### config.mk
export PLATFORM = sky130hd
export DESIGN_NAME = hostbus_slave
export DESIGN_NICKNAME = d
export VERILOG_FILES = /design/src/rtl/hostbus_slave.sv
export SDC_FILE = /design/constraint.sdc
export NUM_CORES = 1
export LEC_CHECK = 0
export BUFFER_PORTS_ARGS = -buffer_cell sky130_fd_sc_hd__buf_2
export CAP_MARGIN = 10
export CORE_ASPECT_RATIO = 0.5
export CORE_MARGIN = 2
export CORE_UTILIZATION = 50
export DETAILED_ROUTE_END_ITERATION = 6
export GPL_TIMING_DRIVEN = 0
export PLACE_DENSITY = 0.76
export SLEW_MARGIN = 20
export SYNTH_ARGS = -nofsm -noshare
export SYNTH_HDL_FRONTEND = slang
export SYNTH_SLANG_ARGS = --single-unit
### constraint.sdc
create_clock -name clk -period 3.5 [get_ports clk]
set_input_delay 0.175 -clock clk [delete_from_list [all_inputs] [get_ports clk]]
set_output_delay 0.175 -clock clk [all_outputs]
set_load 0.02 [all_outputs]
### src/rtl/hostbus_slave.sv
module hostbus_slave #(
  parameter int AW   = 8,
  parameter int NSRC = 8
) (
  input  logic            clk,
  input  logic            rst_n,
  input  logic            hb_cs_n,
  input  logic            hb_as_n,
  input  logic            hb_uds_n,
  input  logic            hb_lds_n,
  input  logic            hb_rw,
  input  logic            hb_regsel,
  input  logic [AW-1:0]   hb_addr,
  input  logic [15:0]     hb_data_in,
  output logic [15:0]     hb_data_out,
  output logic            hb_data_oe,
  output logic            hb_dtack_n,
  output logic            hb_dtack_oe,
  output logic            hb_irq_drive,
  input  logic [NSRC-1:0] irq_src,
  output logic            req_valid,
  output logic            req_write,
  output logic            req_reg,
  output logic [AW-1:0]   req_addr,
  output logic [1:0]      req_be,
  output logic [15:0]     req_wdata,
  input  logic            rsp_ready,
  input  logic [15:0]     rsp_rdata
);
  localparam logic [AW-1:0] STAT_A = '0;
  localparam logic [AW-1:0] MASK_A = AW'(1);

  typedef enum logic [1:0] {IDLE, WAIT, ACK} st_t;

  logic [5:0] sy1, sy2;
  wire  [5:0] raw = {hb_regsel, hb_rw, ~hb_lds_n, ~hb_uds_n, ~hb_as_n, ~hb_cs_n};

  always_ff @(posedge clk or negedge rst_n)
    if (!rst_n) begin
      sy1 <= '0;
      sy2 <= '0;
    end else begin
      sy1 <= raw;
      sy2 <= sy1;
    end

  wire s_cs  = sy2[0];
  wire s_as  = sy2[1];
  wire s_uds = sy2[2];
  wire s_lds = sy2[3];
  wire s_rd  = sy2[4];
  wire s_reg = sy2[5];

  st_t            st;
  logic           p_uds, p_lds, ack, rd, rg;
  logic [AW-1:0]  adr;
  logic [15:0]    wbuf, rdat;
  logic [NSRC-1:0] status, mask;

  wire any_ds  = s_uds | s_lds;
  wire u_rel   = p_uds & ~s_uds;
  wire l_rel   = p_lds & ~s_lds;
  wire ds_done = (p_uds | p_lds) & ~any_ds;
  wire start   = s_cs & s_as & any_ds;
  wire done    = ~s_as & ~any_ds;
  wire loc_now = s_reg && (hb_addr == STAT_A || hb_addr == MASK_A);
  wire loc     = rg && (adr == STAT_A || adr == MASK_A);
  wire [15:0] loc_rdata = (adr == STAT_A) ? 16'(status) : 16'(mask);

  always_ff @(posedge clk or negedge rst_n)
    if (!rst_n) begin
      st <= IDLE; ack <= 1'b0; rd <= 1'b0; rg <= 1'b0; adr <= '0;
      p_uds <= 1'b0; p_lds <= 1'b0; wbuf <= '0; rdat <= '0;
      req_valid <= 1'b0; req_write <= 1'b0; req_reg <= 1'b0;
      req_addr <= '0; req_be <= '0; req_wdata <= '0;
    end else begin
      p_uds <= s_uds;
      p_lds <= s_lds;
      if (s_uds || (rg && any_ds)) wbuf[15:8] <= hb_data_in[15:8];
      if (s_lds || (rg && any_ds)) wbuf[7:0]  <= hb_data_in[7:0];
      req_valid <= 1'b0;
      case (st)
        IDLE: if (start) begin
          rd  <= s_rd;
          rg  <= s_reg;
          adr <= hb_addr;
          st  <= WAIT;
          if (s_rd && !loc_now) begin
            req_valid <= 1'b1;
            req_write <= 1'b0;
            req_reg   <= s_reg;
            req_addr  <= hb_addr;
            req_be    <= s_reg ? 2'b11 : {s_uds, s_lds};
          end
        end
        WAIT: if (!s_cs) st <= IDLE;
              else if (rsp_ready || loc) begin
                ack <= 1'b1;
                st  <= ACK;
                if (rd) rdat <= loc ? loc_rdata : rsp_rdata;
              end
        ACK: begin
          if (!rd && !loc) begin
            if (!rg && (u_rel || l_rel)) begin
              req_valid <= 1'b1;
              req_write <= 1'b1;
              req_reg   <= 1'b0;
              req_addr  <= adr;
              req_be    <= {u_rel, l_rel};
              req_wdata <= wbuf;
            end else if (rg && ds_done) begin
              req_valid <= 1'b1;
              req_write <= 1'b1;
              req_reg   <= 1'b1;
              req_addr  <= adr;
              req_be    <= 2'b11;
              req_wdata <= wbuf;
            end
          end
          if (done || !s_cs) begin
            ack <= 1'b0;
            st  <= IDLE;
          end
        end
        default: st <= IDLE;
      endcase
    end

  wire stat_rd  = (st == WAIT) && rd && loc && (adr == STAT_A) && s_cs;
  wire mask_wr  = (st == ACK) && !rd && loc && (adr == MASK_A) && ds_done;

  always_ff @(posedge clk or negedge rst_n)
    if (!rst_n) begin
      status <= '0;
      mask   <= '1;
    end else begin
      status <= (stat_rd ? '0 : status) | irq_src;
      if (mask_wr) mask <= wbuf[NSRC-1:0];
    end

  assign hb_dtack_oe  = s_cs;
  assign hb_dtack_n   = ~ack;
  assign hb_data_out  = rdat;
  assign hb_data_oe   = ack & rd & s_cs & s_as & any_ds;
  assign hb_irq_drive = |(status & ~mask);
endmodule

==> reports/results.txt, run 1 <==
average wire length per cell after detail routing: 15.0 um
clock insertion delay at the later pin of the skew report: 0.34 ns
final setup fails: 0
max_slew headroom: 40.9%
synthesized area: 0.00422 sq mm
post-synthesis average cell area: 12.5 sq um
port bufs: 105
period utilisation layout: 60.0%
Final TNS setup: 0 ns
shortest period the worst path allows: 2.10 ns
top post-synthesis cells by count: dfrtp_1 (96), nand2_1 (59), mux2_2 (35)
antenna diode count: 0
remaining design rule violation count: 0
number of pins with negative max-slew slack in the final report: 0
beginning of the worst register-to-register path: adr[3]
number of cells on the worst hold path: 2
initial antenna violation count: 0
max-capacitance violation count: 0
reg-to-reg critical path endpoint: req_wdata[10]
share of synthesized area occupied by flip-flops and latches: 62.0%
depth of the most critical reg-to-reg path: 5
number of distinct library cells after synthesis: 39
register bit count reported by yosys: 104
flop2flop setup slack: 1.40 ns
Fill cells: 641
Post CTS Setup Buffer Count: 0
number of nets in the synthesized netlist: 394
Initial Util: 52.1%
wire length after detailed routing: 8670 um
fraction of post-synthesis cell area in the top cell type by area: 57.0%
Worst setup SP type: flop
Clk pin slew, worst setup/hold paths: 0.07 ns
Peak VDD IR: 0.417 mV
Lkg Pwr: 2.57 nW
Core Footprint: 0.00809 sq mm
Layout Skew: 0.00407 ns
yosys synthesis warning count: 0
maximum number of pins on one net before global-route repair: 67
final hold violations: 0
Resize count post-CTS: 0
Arrival @ worst endpoint: 2.32 ns
Storage cell area: 0.00261 sq mm
total routing resource utilization after global routing: 20.2%
die height: 68.9 um
count of vias placed by the detailed router: 2,946
hold-critical path endpoint: status[6]
Root Buffer: clkbuf_16
highest fanout seen on the critical path: 10
die outline width: 134 um
fin nets: 518
setup repair after global routing missed its margin: false
TritonCTS clock tree: done
top flip-flop cell by instance count after synthesis: dfrtp_1
Area Overhead vs Synth: 25.3%
critical path required time: 3.72 ns
launch instance of the worst min-delay path: irq_src[6]
vias in the first global route: 2,955
clock tree buffer depth: 2
worst-margin pin slew: 0.887 ns
Detailed Place HPWL: 6200 um
PD cells: 659 mW/mm^2
Overall Power: 3.48 mW
wire length of the first global-routing pass: 14,100 um
routability congestion estimate: 0.819
number of DRC markers after the initial detailed-route iteration: 199
count leader, synth: dfrtp_1
top post-synthesis cells by area: dfrtp_1 (57%), mux2_2 (9.3%), mux2_1 (6.7%)
timing-limited maximum frequency: 476 MHz
average vias per placed instance: 5.10
library cell with the largest summed area after synthesis: dfrtp_1
top-level I/O count: 106
count of flip-flops with a built-in enable after synthesis: 0
number of optimization iterations in the first detailed-route pass: 4
Async S/R FF share, synth: 100%
multi-input combinational cell area: 0.00147 sq mm
number of instances in the synthesized netlist: 337
clock buffers created by TritonCTS: 9
num rows: 23
fraction of final layout cells with drive strength greater than 1: 38.4%
critical path capture point type: flop
clk sink count: 104
global-route congestion overflow total: 0
Hold Path Class: input pin to flop
status: finished clean
Antenna Violating Nets Remaining: 0
floorplan die area: 0.00923 sq mm
H-tree Lvls: 3
worst setup path category: flop to flop
[report_power, final]
part | total (mW) | switching [mW] | internal (mW)
registers | 1.62 | 0.148 | 1.47
logic | 0.868 | 0.519 | 0.349
clock network | 0.994 | 0.421 | 0.573
[worst max-delay path by stage]
| stage | start | endpoint | slack [ns] | cells after the start |
|---|---|---|---|---|
| 2_1_floorplan | sy2[0] | req_addr[1] | 1.63 | 6 |
| 6_report | adr[3] | req_wdata[10] | 1.40 | 5 |
| 4_1_cts | adr[3] | req_wdata[10] | 1.37 | 5 |
| 5_1_grt | rg | req_wdata[8] | 1.26 | 5 |
| 3_5_place_dp | adr[3] | req_wdata[10] | 1.38 | 5 |
| 3_3_place_gp | rst_n | req_valid | 1.16 | 1 |
[stage by stage]
| stage | cell area, sq um | std cells | hold WS (ns) | setup WS, ns | utilization, % |
|---|---|---|---|---|---|
| detailed placement | 4920 | 555 | 0.108 | 1.38 | 60.8 |
| CTS | 5290 | 578 | 0.00311 | 1.37 | 65.4 |
| floorplan | 4220 | 337 | -0.121 | 1.63 | - |
| global placement | 4880 | 554 | 0.284 | 1.16 | 60.4 |
| global route | 5290 | 578 | 0.0161 | 1.26 | 65.4 |
| finish | 5290 | 578 | 0.0150 | 1.40 | 65.4 |
[cell families after synthesis]
| group | Yosys count | share of synthesized area (%) |
|---|---|---|
| buffers and inverters | 29 | 3.17 |
| AND/OR/NAND/NOR | 84 | 9.79 |
| multiplexers | 60 | 16.0 |
| AO/OA/AOI/OAI | 60 | 9.05 |
| flip-flops | 104 | 62.0 |
[per-layer routing]
| layer | GRT usage [%] | part of all wire (%) |
|---|---|---|
| met2 | 34.0 | 47 |
| met4 | 7.45 | 1.4 |
| met1 | 25.8 | 46 |
| met5 | 0 | 0 |
| met3 | 5.48 | 5.3 |
[area by class of cell]
type / instances / share of cell area [%]
well taps: 112 / 2.65
flip-flops and latches: 104 / 49.4
plain buffers: 14 / 1.47
repair buffers: 113 / 11.9
multi-input cells: 204 / 27.8
clock buffers: 11 / 4.59
clock inverters: 5 / 1.07
inverters: 15 / 1.07
[critical path: stages, from the launching register on]
cell and delay [ns]:
dfrtp_1 0.40, nor4_2 0.38, nand2_2 0.24, o211ai_4 0.24
buf_2 0.35, mux2_1 0.36
[timing repair]
item	4_1_cts	5_1_grt
hold buffers	7	0
setup endpoints to repair	0	0
endpoints found under the hold margin	43	0
[cell usage in the layout, fill, tap and decap left out, types with 2 or more instances in the layout]
cell           instances
buf_4                  3
o21ai_0               27
o211ai_1              10
nor3_1                 2
clkinv_2               2
nor2_1                 5
buf_2                105
o22ai_1                4
a21o_1                 8
mux2_1                25
dfstp_2                8
nand2b_1               3
inv_1                 15
dlygate4sd3_1          7
and2_1                 2
clkbuf_16              9
a21oi_1                5
dfrtp_1               96
nand2_1               59
mux2_2                35
clkbuf_1               9
No activity file was read; power rests on OpenSTA's default activity.
==> run 2, diff against run 1 <==
- clock period: 3.5 -> 2 ns (I/O delays scaled with it)
==> run 2 against run 1 <==
Global-route usage increased by 1.6 points. Sequential cell count stayed put. First-iteration DRC count shrank 13%. Sequential share of layout area fell by 4.4 points. Critical path type unchanged. Non-clock buffer count increased by 43. Cell area is 9.8% higher. Critical path depth is 2 higher. Register-to-register slack lost 1.3 ns. Worst setup slack worse by 1.3 ns. Sequential power grew 77%. Die area stayed put.
==> reports/results.txt, run 2 (same netlist as run 1, synthesis figures left out) <==
status: finished clean
average vias per placed instance: 5.18 (+1.6%)
fraction of final layout cells with drive strength greater than 1: 40.3% (+1.9 points)
Hold Path Class: input pin to flop
wire length of the first global-routing pass: 15,200 um (+7.9%)
num rows: 23 (unchanged)
highest fanout seen on the critical path: 4 (-6)
initial antenna violation count: 0 (unchanged)
average wire length per cell after detail routing: 15.7 um (+4.5%)
fin nets: 561 (+8.3%)
Largest stage delay, worst path: 0.36 ns (-0.04 ns)
Clk pin slew, worst setup/hold paths: 0.07 ns (about the same)
Worst setup SP type: flop
clk sink count: 104 (unchanged)
clock tree buffer depth: 2 (unchanged)
Detailed Place HPWL: 6200 um (unchanged)
Worst Setup SP: sy2[2]
Post-Place Cells: 555 (unchanged)
worst-margin pin slew: 0.871 ns (-0.0161 ns)
max-capacitance violation count: 0 (unchanged)
standard cell area after detailed placement: 0.00492 sq mm (unchanged)
total non-filler cell area in the finished layout: 0.00580 sq mm (+9.8%)
maximum number of pins on one net before global-route repair: 67 (unchanged)
max_slew headroom: 41.9% (+1.1 points)
net switching share of the total power: 31.7% (+0.40 points)
clock network fraction of design power: 28.0% (-0.6 points)
final setup fails: 0 (unchanged)
Core Footprint: 0.00809 sq mm (unchanged)
shortest period the worst path allows: 1.95 ns (-0.152 ns)
PD cells: 1090 mW/mm^2 (+65%)
floorplan die area: 0.00923 sq mm (unchanged)
combined buffer and inverter count along the critical path: 2 (+1)
relative contribution of combinational cells to total power: 26.6% (+1.7 points)
Root Buffer: clkbuf_16
Peak VDD IR: 0.777 mV (+86%)
number of pins with negative max-slew slack in the final report: 0 (unchanged)
die outline width: 134 um (unchanged)
net switching component of the power: 2.00 mW (+83%)
total routing resource utilization after global routing: 21.8% (+1.6 points)
share of power burned in registers: 45.4% (-1.1 points)
die height: 68.9 um (unchanged)
global-route congestion overflow total: 0 (unchanged)
period utilisation layout: 97.5% (+37 points)
vias in the first global route: 3,168 (+7.2%)
top-level I/O count: 106 (unchanged)
count of vias placed by the detailed router: 3,215 (+9.1%)
launch instance of the worst min-delay path: rsp_rdata[11]
Arrival @ worst endpoint: 2.18 ns (-0.14 ns)
Overall Power: 6.31 mW (+81%)
remaining design rule violation count: 0 (unchanged)
beginning of the worst register-to-register path: sy2[2]
worst hold slack: 0.00529 ns (-0.00972 ns)
Initial Util: 52.1% (unchanged)
Lkg Pwr: 2.81 nW (+9.4%)
timing-limited maximum frequency: 513 MHz (+7.8%)
number of DRC markers after the initial detailed-route iteration: 174 (-13%)
slowest cell on the critical path: dfrtp_1
H-tree Lvls: 3 (unchanged)
Area Overhead vs Synth: 37.6%
list of cells traversed by the critical path: buf_6 > o211ai_1 > or3_4 > a211o_4 > nand2_8 > buf_4 > mux2_2
worst setup path category: flop to flop
commonest non-fill, non-tap cells in the layout: buf_2 (104), dfrtp_1 (96), nand2_1 (59)
critical path capture point type: flop
clock buffers created by TritonCTS: 9 (unchanged)
port bufs: 105 (unchanged)
TritonCTS clock tree: done
wire length after detailed routing: 9740 um (+12%)
placement-stage worst setup slack: -0.117 ns (-1.50 ns)
cell type group with the largest total delay on the critical path: simple AND/OR/NAND/NOR gates
Layout Skew: 0.00669 ns (+0.00262 ns)
Antenna Violating Nets Remaining: 0 (unchanged)
number of optimization iterations in the first detailed-route pass: 4 (unchanged)
internal cell power: 4.31 mW (+80%)
Setup WS post-layout: 0.0503 ns (-1.35 ns)
critical path required time: 2.23 ns (-1.49 ns)
routability congestion estimate: 0.819 (unchanged)
most common cell after layout, fill and taps aside: buf_2
post-layout instance count excluding filler cells: 621 (+7.4%)
antenna diode count: 0 (unchanged)
final hold violations: 0 (unchanged)
clock insertion delay at the later pin of the skew report: 0.35 ns (about the same)
[run 2: cell count changes in the layout (fill, tap and decap cells not counted), moves of 2 or more]
cell / change
dlygate4sd3_1: +31
mux2_4: +9
buf_4: +10
mux2_1: -9
a21oi_2: +2
a21oi_1: -2
clkbuf_1: -2
buf_6: +3
[run 2: worst register-to-register path, stage by stage, from the launching register on]
cell	delay (ns)
dfrtp_1	0.36
buf_6	0.12
o211ai_1	0.13
or3_4	0.36
a211o_4	0.31
nand2_8	0.10
buf_4	0.13
mux2_2	0.33
[run 2: final cells by class]
type | count | area [sq um]
Buffer | 13 | 88.8
Clock buffer | 11 | 243
Clock inverter | 5 | 56.3
Fill cell | 555 | 2280
Inverter | 15 | 56.3
Multi-Input combinational cell | 204 | 1550
Sequential cell | 104 | 2610
Tap cell | 112 | 140
Timing Repair Buffer | 157 | 1060
[run 2: power by group through the flow]
stage / Combinational, mW / Sequential, mW / Clock (mW)
6_report: 1.68 / 2.86 / 1.77
5_1_grt: 1.82 / 2.92 / 1.86
4_1_cts: 1.64 / 2.84 / 1.79
3_5_place_dp: 1.53 / 2.87 / 0
3_3_place_gp: 1.49 / 2.85 / 0
2_1_floorplan: 0.492 / 3.28 / 0
[run 2: worst paths after layout]
kind                                    to  slack [ns]  cells past startpoint
setup reg to reg                 req_be[0]        0.05                      7
hold / removal             hb_data_out[11]       0.005                      3
hold reg to reg                     sy2[2]        0.35                      0
min in group asynchronous     req_wdata[7]        0.23                      2
setup / recovery                 req_be[0]        0.05                      7
max in group asynchronous          mask[7]        1.09                      3
[run 2: layer usage]
metal / part of all wire (%) / vias to the layer above / global-route usage [%]
li1: - / 1509 / -
met1: 45 / 1600 / 27.7
met2: 49 / 90 / 37.8
met3: 4.4 / 16 / 5.12
met4: 1.4 / 0 / 7.71
met5: 0 / - / 0
[run 2: timing repair]
| action | CTS | global route |
|---|---|---|
| endpoints found under the setup margin | 18 | 47 |
| resized for setup | 10 | 13 |
| gates cloned | 1 | 0 |
| hold endpoints to repair | 74 | 1 |
| hold buffers | 37 | 1 |
| pin swaps | 3 | 3 |
| setup buffers | 6 | 6 |
[run 2: metrics by stage]
stage	utilization (%)	TNS, ns
3_5_place_dp	60.8	-0.990
5_1_grt	71.8	-0.0267
6_report	71.8	0
3_3_place_gp	60.4	-25.98
4_1_cts	70.4	-0.140
2_1_floorplan	-	0
==> run 3, diff against run 2 <==
- CORE_UTILIZATION: 50 -> 53
- PLACE_DENSITY: 0.76 -> 0.8
==> run 3 against run 2 <==
The run now ends with negative setup slack left. Sequential power barely moved. Cell area down 2.6%. First-iteration DRC count is 11% higher. Critical endpoint is now req_addr[6]. Largest power group unchanged.
==> reports/results.txt, run 3 (same netlist as run 1, synthesis figures left out) <==
Hold Path Class: input pin to flop
average vias per placed instance: 5.15 (-0.60%)
status: complete, but fails checks
post-layout instance count excluding filler cells: 609 (-1.9%)
Largest stage delay, worst path: 0.39 ns (+0.03 ns)
internal cell power: 4.12 mW (-4.5%)
remaining design rule violation count: 0 (unchanged)
floorplan die area: 0.00873 sq mm (-5.4%)
maximum number of pins on one net before global-route repair: 55 (-18%)
die outline width: 130 um (-2.8%)
final core utilization: 75.2% (+3.4 points)
standard cell area after detailed placement: 0.00491 sq mm (-0.10%)
final setup fails: 2 (+2)
top-level I/O count: 106 (unchanged)
vias in the first global route: 3,168 (unchanged)
wire length of the first global-routing pass: 15,200 um (-0.28%)
Worst setup SP type: flop
share of power burned in registers: 46.8% (+1.4 points)
Core Footprint: 0.00751 sq mm (-7.1%)
total routing resource utilization after global routing: 23.7% (+1.8 points)
num rows: 22 (-4.3%)
slowest cell on the critical path: or3_4
clock buffers created by TritonCTS: 9 (unchanged)
critical path required time: 2.22 ns (about the same)
TritonCTS clock tree: done
initial antenna violation count: 0 (unchanged)
combined buffer and inverter count along the critical path: 2 (unchanged)
port bufs: 105 (unchanged)
Antenna Violating Nets Remaining: 0 (unchanged)
highest fanout seen on the critical path: 7 (+3)
total non-filler cell area in the finished layout: 0.00565 sq mm (-2.6%)
launch instance of the worst min-delay path: rsp_rdata[15]
PD cells: 1080 mW/mm^2 (-0.86%)
clock tree buffer depth: 2 (unchanged)
clk sink count: 104 (unchanged)
multi-input combinational cell area: 0.00151 sq mm (-2.5%)
net switching share of the total power: 32.4% (+0.71 points)
Post-Place Cells: 551 (-0.72%)
most common cell after layout, fill and taps aside: buf_2
beginning of the worst register-to-register path: sy2[2]
Arrival @ worst endpoint: 2.22 ns (+0.04 ns)
max-capacitance violation count: 0 (unchanged)
number of pins with negative max-slew slack in the final report: 0 (unchanged)
failing checks: negative setup slack
H-tree Lvls: 3 (unchanged)
placement-stage worst setup slack: -0.128 ns (-0.0112 ns)
number of optimization iterations in the first detailed-route pass: 4 (unchanged)
number of DRC markers after the initial detailed-route iteration: 193 (+11%)
max_slew headroom: 41.4% (-0.51 points)
period utilisation layout: 100% (+2.6 points)
Storage cell area: 0.00261 sq mm (unchanged)
die height: 67.1 um (-2.7%)
Detailed Place HPWL: 6220 um (+0.22%)
average wire length per cell after detail routing: 16.0 um (+1.8%)
worst-margin pin slew: 0.879 ns (+0.00764 ns)
Worst Setup SP: sy2[2]
wire length after detailed routing: 9720 um (-0.16%)
commonest non-fill, non-tap cells in the layout: buf_2 (104), dfrtp_1 (96), nand2_1 (59)
Layout Skew: 0.00769 ns (+0.00100 ns)
clock insertion delay at the later pin of the skew report: 0.35 ns (about the same)
worst setup path category: flop to flop
final hold violations: 0 (unchanged)
net switching component of the power: 1.97 mW (-1.3%)
timing-limited maximum frequency: 500 MHz (-2.6%)
Setup WS post-layout: -0.00180 ns (-0.0521 ns)
fraction of final layout cells with drive strength greater than 1: 39.1% (-1.2 points)
global-route congestion overflow total: 0 (unchanged)
antenna diode count: 0 (unchanged)
Clk pin slew, worst setup/hold paths: 0.07 ns (about the same)
Lkg Pwr: 2.74 nW (-2.6%)
Fill cells: 527 (-5.0%)
Area Overhead vs Synth: 34.0%
clock network fraction of design power: 26.3% (-1.7 points)
count of vias placed by the detailed router: 3,134 (-2.5%)
relative contribution of combinational cells to total power: 27.0% (+0.4 points)
shortest period the worst path allows: 2.00 ns (+0.0521 ns)
Root Buffer: clkbuf_16
setup repair after global routing missed its margin: true
routability congestion estimate: 0.815 (-0.51%)
fin nets: 553 (-1.4%)
Peak VDD IR: 0.750 mV (-3.5%)
cell type group with the largest total delay on the critical path: simple AND/OR/NAND/NOR gates
list of cells traversed by the critical path: buf_6 > o211ai_1 > or3_4 > a211o_4 > nand2_8 > buf_8 > mux2_1
critical path capture point type: flop
Initial Util: 56.1% (+4.0 points)
-- run 3: final cells by class --
type / instances / share of cell area (%)
plain buffers: 14 / 1.68
clock buffers: 12 / 4.19
clock inverters: 4 / 0.531
inverters: 15 / 0.996
multi-input cells: 204 / 26.7
flip-flops and latches: 104 / 46.2
well taps: 108 / 2.39
repair buffers: 148 / 17.2
-- run 3: metrics by stage --
stage                     total power, mW  setup TNS (ns)  hold slack [ns]
final                                6.09        -0.00264          0.00717
after global routing                 6.40          -0.728           0.0113
after CTS                            6.06               0         0.000220
after detailed placement             4.40           -1.00           0.0833
after global placement               4.34          -25.79            0.208
after floorplan                      3.78               0           -0.196
-- run 3: power groups by stage --
stage	sequential (mW)	clock, mW	combinational (mW)
global placement	2.84	0	1.49
detailed placement	2.86	0	1.54
CTS	2.83	1.64	1.60
global route	2.90	1.71	1.78
finish	2.85	1.60	1.64
floorplan	3.28	0	0.492
-- run 3: timing repair --
action,in CTS,in global routing
hold endpoints to repair,81,0
pin swaps,0,1
endpoints found under the setup margin,13,34
hold buffers,33,0
cloned,0,1
gates resized for setup,3,15
buffers inserted,3,5
-- run 3: path summary, 6_finish.rpt --
path	to	slack, ns	cells after the start
max	req_addr[6]	-0.002	7
min	hb_data_out[15]	0.007	3
max reg2reg	req_addr[6]	-0.002	7
min reg2reg	sy2[3]	0.35	0
max in group asynchronous	mask[3]	1.08	3
min in group asynchronous	wbuf[2]	0.27	2
-- run 3: layer usage --
metal | track usage (%) | routed length [um] | share of wire [%]
met1 | 30.0 | 4390 | 45
met2 | 39.5 | 4710 | 48
met5 | 0 | 0 | 0
met3 | 6.59 | 491 | 5.1
met4 | 8.60 | 127 | 1.3
-- run 3: tightest hold or removal path, delay by kind of cell --
family          cells  cell delay (ns)
compound gates      1             0.06
buf+inv             1             0.10
simple gates        1             0.04
